[src/rtl/trap_entry_pkg.sv]
package trap_entry_pkg;

    localparam int PSW = 12;
    localparam int TSW = 40;

    // processor state word bit positions
    localparam int PS_AG   = 0;
    localparam int PS_PRIV = 2;
    localparam int PS_PEF  = 4;
    localparam int PS_RED  = 5;
    localparam int PS_MG   = 10;
    localparam int PS_IG   = 11;

    localparam logic [PSW-1:0] SAVE_MASK = 12'hF3F;
    localparam logic [PSW-1:0] GSEL_MASK = PSW'((1 << PS_AG) | (1 << PS_MG) | (1 << PS_IG));

    typedef logic [8:0] ttype_t;

    localparam ttype_t TT_INSN_FAULT = 9'h008;
    localparam ttype_t TT_WIN_CLEAN  = 9'h024;
    localparam ttype_t TT_DATA_FAULT = 9'h030;
    localparam ttype_t TT_INT_VECTOR = 9'h060;
    localparam ttype_t TT_IMISS_BASE = 9'h064;
    localparam ttype_t TT_DMISS_BASE = 9'h068;
    localparam ttype_t TT_DPROT_BASE = 9'h06C;
    localparam logic [2:0] CLASS_SPILL = 3'b010;
    localparam logic [2:0] CLASS_FILL  = 3'b011;

    typedef enum logic [1:0] {GSEL_ALT, GSEL_MMU, GSEL_INT} gsel_e;
    typedef enum logic [1:0] {WADJ_NONE, WADJ_CLEAN, WADJ_SPILL, WADJ_FILL} wadj_e;

    typedef struct packed {
        logic [TSW-1:0] tstate;
        logic [63:0]    tpc;
        logic [63:0]    tnpc;
        ttype_t         tt;
    } tsave_t;

    function automatic gsel_e pick_globals(ttype_t tt);
        if (tt == TT_INT_VECTOR)
            return GSEL_INT;
        if (tt == TT_INSN_FAULT || tt == TT_DATA_FAULT ||
            tt[8:2] == TT_IMISS_BASE[8:2] || tt[8:2] == TT_DMISS_BASE[8:2] ||
            tt[8:2] == TT_DPROT_BASE[8:2])
            return GSEL_MMU;
        return GSEL_ALT;
    endfunction

    function automatic wadj_e pick_window(ttype_t tt);
        if (tt == TT_WIN_CLEAN)       return WADJ_CLEAN;
        if (tt[8:6] == CLASS_SPILL)   return WADJ_SPILL;
        if (tt[8:6] == CLASS_FILL)    return WADJ_FILL;
        return WADJ_NONE;
    endfunction

    function automatic logic [PSW-1:0] gsel_bits(gsel_e g);
        logic [PSW-1:0] b;
        b = '0;
        case (g)
            GSEL_INT: b[PS_IG] = 1'b1;
            GSEL_MMU: b[PS_MG] = 1'b1;
            default:  b[PS_AG] = 1'b1;
        endcase
        return b;
    endfunction

    function automatic logic [TSW-1:0] pack_tstate(logic [7:0] ccr, logic [7:0] asi,
                                                   logic [PSW-1:0] ps, logic [7:0] cwp8);
        return {ccr, asi, 4'b0000, ps & SAVE_MASK, cwp8};
    endfunction

endpackage

[src/rtl/trap_level_ctl.sv]
module trap_level_ctl #(
    parameter int MAXTL = 5,
    parameter int TLW   = 3
) (
    input  logic [TLW-1:0] cur_tl,
    output logic           level_err,
    output logic           red_set,
    output logic [TLW-1:0] tl_next
);
    always_comb begin
        level_err = (int'(cur_tl) >= MAXTL);
        red_set   = 1'b0;
        tl_next   = cur_tl;
        if (!level_err) begin
            tl_next = cur_tl + TLW'(1);
            red_set = (int'(cur_tl) >= MAXTL - 1);
        end
    end
endmodule

[src/rtl/trap_window_adj.sv]
module trap_window_adj import trap_entry_pkg::*; #(
    parameter int NWINDOWS = 8,
    parameter int CWPW     = 3
) (
    input  wadj_e           mode,
    input  logic [CWPW-1:0] cwp,
    input  logic [CWPW-1:0] cansave,
    output logic [CWPW-1:0] cwp_out
);
    int res;

    always_comb begin
        case (mode)
            WADJ_CLEAN: res = (int'(cwp) + NWINDOWS - 1) % NWINDOWS;
            WADJ_SPILL: res = (int'(cwp) + 2 * NWINDOWS - int'(cansave) - 2) % NWINDOWS;
            WADJ_FILL:  res = (int'(cwp) + 1) % NWINDOWS;
            default:    res = int'(cwp);
        endcase
        cwp_out = res[CWPW-1:0];
    end
endmodule

[src/rtl/trap_state_stack.sv]
module trap_state_stack import trap_entry_pkg::*; #(
    parameter int TLW = 3,
    localparam int DEPTH = 1 << TLW
) (
    input  logic           clk,
    input  logic           rst,
    input  logic           we,
    input  logic [TLW-1:0] waddr,
    input  tsave_t         wdata,
    input  logic [TLW-1:0] raddr,
    output tsave_t         rdata
);
    tsave_t entry_q [DEPTH];

    for (genvar g = 0; g < DEPTH; g++) begin : g_entry
        always_ff @(posedge clk) begin
            if (rst)
                entry_q[g] <= '0;
            else if (we && waddr == TLW'(g))
                entry_q[g] <= wdata;
        end
    end

    assign rdata = entry_q[raddr];
endmodule

[src/rtl/trap_entry_seq.sv]
module trap_entry_seq import trap_entry_pkg::*; #(
    parameter int NWINDOWS = 8,
    parameter int MAXTL    = 5,
    localparam int CWPW    = (NWINDOWS > 1) ? $clog2(NWINDOWS) : 1,
    localparam int TLW     = $clog2(MAXTL + 1)
) (
    input  logic            clk,
    input  logic            rst,
    input  logic            trap_valid,
    input  logic [8:0]      trap_type,
    input  logic [63:0]     cur_pc,
    input  logic [63:0]     cur_npc,
    input  logic [7:0]      cur_ccr,
    input  logic [7:0]      cur_asi,
    input  logic [11:0]     cur_pstate,
    input  logic [CWPW-1:0] cur_cwp,
    input  logic [CWPW-1:0] cur_cansave,
    input  logic [TLW-1:0]  cur_tl,
    input  logic [63:0]     tba,
    output logic            done,
    output logic            err_state,
    output logic [TLW-1:0]  new_tl,
    output logic [11:0]     new_pstate,
    output logic [CWPW-1:0] new_cwp,
    output logic [63:0]     new_pc,
    output logic [63:0]     new_npc,
    input  logic [TLW-1:0]  rd_level,
    output logic [39:0]     rd_tstate,
    output logic [63:0]     rd_tpc,
    output logic [63:0]     rd_tnpc,
    output logic [8:0]      rd_tt
);
    logic           level_err;
    logic           red_set;
    logic [TLW-1:0] tl_next;
    logic [CWPW-1:0] cwp_next;
    gsel_e          gsel;
    wadj_e          wmode;
    logic [PSW-1:0] ps_red;
    logic [PSW-1:0] ps_next;
    logic [63:0]    vec_pc;
    tsave_t         save_w;
    tsave_t         save_r;

    trap_level_ctl #(.MAXTL(MAXTL), .TLW(TLW)) level_i (
        .cur_tl   (cur_tl),
        .level_err(level_err),
        .red_set  (red_set),
        .tl_next  (tl_next)
    );

    assign wmode = pick_window(trap_type);
    assign gsel  = pick_globals(trap_type);

    trap_window_adj #(.NWINDOWS(NWINDOWS), .CWPW(CWPW)) window_i (
        .mode   (wmode),
        .cwp    (cur_cwp),
        .cansave(cur_cansave),
        .cwp_out(cwp_next)
    );

    always_comb begin
        ps_red = cur_pstate;
        if (red_set)
            ps_red[PS_RED] = 1'b1;
        ps_next = (ps_red & ~GSEL_MASK) | gsel_bits(gsel);
        ps_next[PS_PEF]  = 1'b1;
        ps_next[PS_PRIV] = 1'b1;
        vec_pc = {tba[63:15], (int'(tl_next) > 1), trap_type, 5'b00000};
        save_w.tstate = pack_tstate(cur_ccr, cur_asi, ps_red, 8'(cur_cwp));
        save_w.tpc    = cur_pc;
        save_w.tnpc   = cur_npc;
        save_w.tt     = trap_type;
    end

    trap_state_stack #(.TLW(TLW)) stack_i (
        .clk  (clk),
        .rst  (rst),
        .we   (trap_valid && !level_err),
        .waddr(tl_next),
        .wdata(save_w),
        .raddr(rd_level),
        .rdata(save_r)
    );

    always_ff @(posedge clk) begin
        if (rst) begin
            done       <= 1'b0;
            err_state  <= 1'b0;
            new_tl     <= '0;
            new_pstate <= '0;
            new_cwp    <= '0;
            new_pc     <= '0;
            new_npc    <= '0;
        end else begin
            done <= trap_valid;
            if (trap_valid) begin
                err_state <= level_err;
                if (level_err) begin
                    new_tl     <= cur_tl;
                    new_pstate <= cur_pstate;
                    new_cwp    <= cur_cwp;
                    new_pc     <= cur_pc;
                    new_npc    <= cur_npc;
                end else begin
                    new_tl     <= tl_next;
                    new_pstate <= ps_next;
                    new_cwp    <= cwp_next;
                    new_pc     <= vec_pc;
                    new_npc    <= vec_pc + 64'd4;
                end
            end
        end
    end

    assign rd_tstate = save_r.tstate;
    assign rd_tpc    = save_r.tpc;
    assign rd_tnpc   = save_r.tnpc;
    assign rd_tt     = save_r.tt;
endmodule

[config.mk]
export PLATFORM = sky130hd
export DESIGN_NAME = trap_entry_seq
export DESIGN_NICKNAME = d
export VERILOG_FILES = /design/src/rtl/trap_entry_pkg.sv /design/src/rtl/trap_level_ctl.sv /design/src/rtl/trap_window_adj.sv /design/src/rtl/trap_state_stack.sv /design/src/rtl/trap_entry_seq.sv
export SDC_FILE = /design/constraint.sdc
export NUM_CORES = 2
export LEC_CHECK = 0
export ABC_AREA = 0
export BUFFER_PORTS_ARGS = -buffer_cell sky130_fd_sc_hd__clkbuf_2
export CAP_MARGIN = 20
export CORE_MARGIN = 1
export CORE_UTILIZATION = 25
export CTS_CLUSTER_SIZE = 25
export DETAILED_ROUTE_END_ITERATION = 8
export GPL_ROUTABILITY_DRIVEN = 0
export GPL_TIMING_DRIVEN = 0
export SLEW_MARGIN = 5
export SYNTH_ARGS = -nofsm -noshare
export SYNTH_HDL_FRONTEND = slang
export SYNTH_SLANG_ARGS = --single-unit
[constraint.sdc]
create_clock -name clk -period 15.45 [get_ports clk]
set_clock_uncertainty 0.15 [all_clocks]
set_input_delay 1.545 -clock clk [delete_from_list [all_inputs] [get_ports clk]]
set_output_delay 1.545 -clock clk [all_outputs]
set_load 0.01 [all_outputs]
Yosys cells after proc, flatten, opt, wreduce, memory -nomap -nowiden. Memories as Yosys holds them, arrays and structs flattened. Index checks and enable logic that the tools add are counted.

Memory bits (writable): 1328. Word-level logic and storage cells: 130. Input port bits: 244. Memories: 1. Register bits: 148.

Memory list: stack_i.entry_q (words 8, bits a word 166, rd ports 1, clocked after memory_dff 0, wr ports 8, line trap_state_stack.sv:13) `tsave_t entry_q [DEPTH];`.

Magnitude comparators: 3. Equality and inequality tests: 21. $add $sub $neg: 8. Bitwise logic cells: 9. Mux-type cells: 65. Reductions and logical operators: 16.

Operators by type and width (number): $mux W166 (8); $mux W64 (2); $add A64 B3 Y64 const B (1); $mux W1 (40); $sub A32 B2 Y32 const B (1); $sub A32 B3 Y32 const B (1); $sub A32 B4 Y32 (1); $eq A7 B5 Y1 const B (3); $mux W2 (10); $eq A9 B6 Y1 const B (2); $eq A3 B2 Y1 const B (4); $eq A3 B3 Y1 const B (4); $mux W12 (1); $or A10 B12 Y12 (1); $eq A9 B4 Y1 const B (1); $eq A9 B7 Y1 const B (1); $logic_and A1 B1 Y1 (9); $mux W3 (3); $pmux W3 S3 (1); $or A1 B1 Y1 (8); $add A3 B1 Y3 const B (2); $add A3 B5 Y6 const B (1); $eq A2 B2 Y1 const B (3); $ge A3 B3 Y1 const B (2); other kinds (8) (12).

Longest topological paths before layout.
Depth after elaboration: 14. Mapped depth: 9.

Hierarchy. A second synthesis with hierarchy kept.

Cells, all modules: 4742. Area, all modules: 68664.6 µm².

By module, submodules not included: trap_state_stack (cells each 3971, area an instance 62055.8 µm², instances 1); trap_entry_seq (cells each 736, area an instance 6308.6 µm², instances 1); trap_window_adj (cells each 21, area an instance 190.2 µm², instances 1); trap_level_ctl (cells each 14, area an instance 110.1 µm², instances 1).

Least setup slack after synthesis. No wires, ideal clock.

Path type: input port to flip-flop. Start: input port cur_tl[1]. End: memory stack_i.entry_q[6][0] in the netlist's numbering (enable). Setup slack: 112 ps. Cell stages on the path: 7. Buffers on the path: 1. Library setup time: 922 ps. Data arrival time: 14266 ps. Cell sequence: buf_2 -> inv_1 -> ha_1 -> nor2_2 -> a31oi_4 -> nand2b_1 -> o21ai_0.

RTL lines: start: declaration (line trap_entry_seq.sv:18) `input logic [TLW-1:0] cur_tl,`; end: declaration (line trap_state_stack.sv:13).

Final worst setup path.
Start: input port rd_level[1]. End: output port rd_tpc[13].

Cells in the longest elaborated chain, start to end: 1.

Ends and longest elaborated chain: start: declaration (line trap_entry_seq.sv:27) `input logic [TLW-1:0] rd_level,`; $mem_v2 Z8 W166; end: declaration (line trap_entry_seq.sv:29) `output logic [63:0] rd_tpc,`.

No other way between the ends.

==> reports/qor.yml <==
yosysWarnings: 0
post_synth.cell_area_avg_sq_um: 15.56
antenna_found_initial: 67
nets: 5292
final_common_cell: "and2_1"
drc: 0
synth-edff-count: 1328
fin_tns_setup_ns: 0
relSlewSlack: 0.2129
fin_crit_ns: 6.011
cts-root-buf: "clkbuf_16"
first_iter_violations: 4332
criticalPathCategory: "input port to output port"
drv_slew: 0
p_per_area_nw_per_um2: 119.9
ys.flop_type: "edfxtp_1"
ys_ff_latch: 1476
start_kind: "input port"
cts.path.max_buffers: 3
slowest_stage: "clkbuf_1"
die_area_sq_um: 264300
portBuffers: 538
worstPathMaxFanout: 11
hp-class: "flip-flop to flip-flop"
arrival_ns: 4.32
clock_latency_ns: 0.83
io_pins: 569
clk_pin_slew_ns: 0.06
synth_area_leaders: "edfxtp_1, and2_1, mux4_2, dfxtp_1, mux2_2"
syn2layout_area_growth_pct: 22.69
cts_buffers: 167
num_rows: 187
ys_types: 52
final_core_util: 0.3092
timing.final.hold_violations: 0
hold_buffers: 0
dp_cells: 8363
routed_wl_um: 247800
crit_path_end_kind: "output port"
core_sq_um: 260200
finalCritPeriodShare: 0.3890
layout-drive-gt1-share: 0.3100
cts_resized: 0
overflow: 0
use_met3: 0.03619
via_per_inst: 4.635
run_status: "completed"
whs_ns: 0.3273
nFillCells: 25910
rsz0062_at_grt: "false"
yosysSeqAreaShare: 0.6534
grt_pass1_wl_um: 333800
syn_inst: 4214
yosys.area.top_type: "edfxtp_1"
maxCapViolations: 0
grt_pass1_vias: 40430
final_cell_mix: "and2_1, edfxtp_1, clkbuf_2"
die_x_um: 514.1
drtPass1Iterations: 5
grt_start_max_net_pins: 24
peakVddDrop_mv: 0.1179
grt_busiest_layer: "met2"
clock-sinks: 1476
cts_setup_buffers: 0
synth_area_sq_um: 65570
grt_use_total: 0.1847
place_hpwl_um: 182900
path_cells: "clkbuf_1 -> clkbuf_2 -> clkbuf_1 -> mux4_2 -> mux2_2 -> clkbuf_2"
setup_viol: 0
worst_pin_slew_ns: 1.181
detail-route-antenna-nets: 0
start_util: 0.2520
h-tree-depth: 4
wl_per_cell_um: 28.50
use_met1: 0.2444
synth_async_sr_flop_share: 0
stdcell_count: 8693
power.leakage_nw: 28.94
vias: 40300
max_freq_ghz: 0.1664
die_h_um: 514.1
cp.required_ns: 13.76
cts_tree: "yes"
crit_path_max_incr_delay_ns: 0.93
use_met2: 0.2986
yosysTopAreaCellShare: 0.6082
## worst max-delay path: cells and delay by family
kind                   cells  cell delay (ns)
buffers and inverters      4             1.95
muxes                      2             0.80
## per-stage QoR
| stage | instance area (sq um) | worst slack (ns) | power, mW |
|---|---|---|---|
| after global placement | 72670 | -14.85 | 5.959 |
| after CTS | 80340 | 9.431 | 9.742 |
| final | 80450 | 9.439 | 9.644 |
| after global routing | 80420 | 9.387 | 9.944 |
| after floorplan | 65610 | 0.1117 | 5.327 |
| after detailed placement | 75010 | 9.433 | 5.856 |
## layout make-up
type / instances / area [sq um] / share of cell area
Sequential cell: 1476 / 42840 / 0.5325
Multi-Input combinational cell: 2406 / 21300 / 0.2648
Timing Repair Buffer: 648 / 4977 / 0.06187
Clock buffer: 208 / 4436 / 0.05513
Tap cell: 3496 / 4374 / 0.05437
Buffer: 332 / 1534 / 0.01907
Clock inverter: 97 / 895.9 / 0.01114
Antenna cell: 20 / 50.05 / 0.0006221
Inverter: 10 / 37.54 / 0.0004666
## per-layer routing
metal	routed length, um	share of wire	up-vias
li1	-	-	17300
met1	103600	0.42	20900
met2	116800	0.47	1770
met3	18580	0.075	313
met4	8799	0.036	10
met5	62	0.00025	-
## where the power goes
group / leakage, nW / switching (mW) / internal [mW]
Sequential: 13.9 / 0.0719 / 4.60
Combinational: 12.4 / 0.659 / 0.417
Clock: 2.56 / 1.73 / 2.16
Total: 28.9 / 2.46 / 7.18
## flip-flops by register name, summed over array words and instances, names as in the netlist
| register | flops |
|---|---|
| stack_i.entry_q | 1328 |
| new_npc | 64 |
| new_pc | 64 |
| new_pstate | 12 |
| new_cwp | 3 |
| new_tl | 3 |
| done | 1 |
| err_state | 1 |
## cell usage after synthesis (4+ instances only)
cell	instances
a211oi_1	120
a21oi_1	130
a311oi_1	4
and2_1	1375
buf_1	16
buf_2	161
buf_4	19
clkbuf_1	136
dfxtp_1	148
edfxtp_1	1328
ha_1	7
inv_1	10
mux2_2	167
mux2i_1	9
mux4_2	332
nand2_1	4
nand2b_1	15
nand3_1	11
nor2_1	138
nor2b_1	14
nor4_1	5
nor4b_4	7
o21ai_0	15
## cells by family (layout without fill, tap and decap cells)
| family | count (synthesis) | after routing | synth area share |
|---|---|---|---|
| AOI/OAI and AO/OA | 292 | 292 | 0.02885 |
| xor gates and xnor gates | 3 | 3 | 0.0006106 |
| adders and majority gates | 7 | 7 | 0.001336 |
| buffers and inverters | 342 | 1295 | 0.02374 |
| DFF | 1476 | 1476 | 0.6534 |
| muxes | 508 | 508 | 0.1441 |
| other | 1 | 31 | 0.00005719 |
| and+or+nand+nor | 1585 | 1585 | 0.1480 |
## worst paths after layout
check                     start            end  slack, ns  depth (start not counted)
hold reg to reg      new_npc[0]     new_npc[0]       0.33                          2
hold / removal       new_npc[0]     new_npc[0]       0.33                          2
setup reg to reg  new_pstate[0]  new_pstate[0]      13.82                          3
setup / recovery    rd_level[1]     rd_tpc[13]       9.44                          6
(Power assumes the default switching activity.)
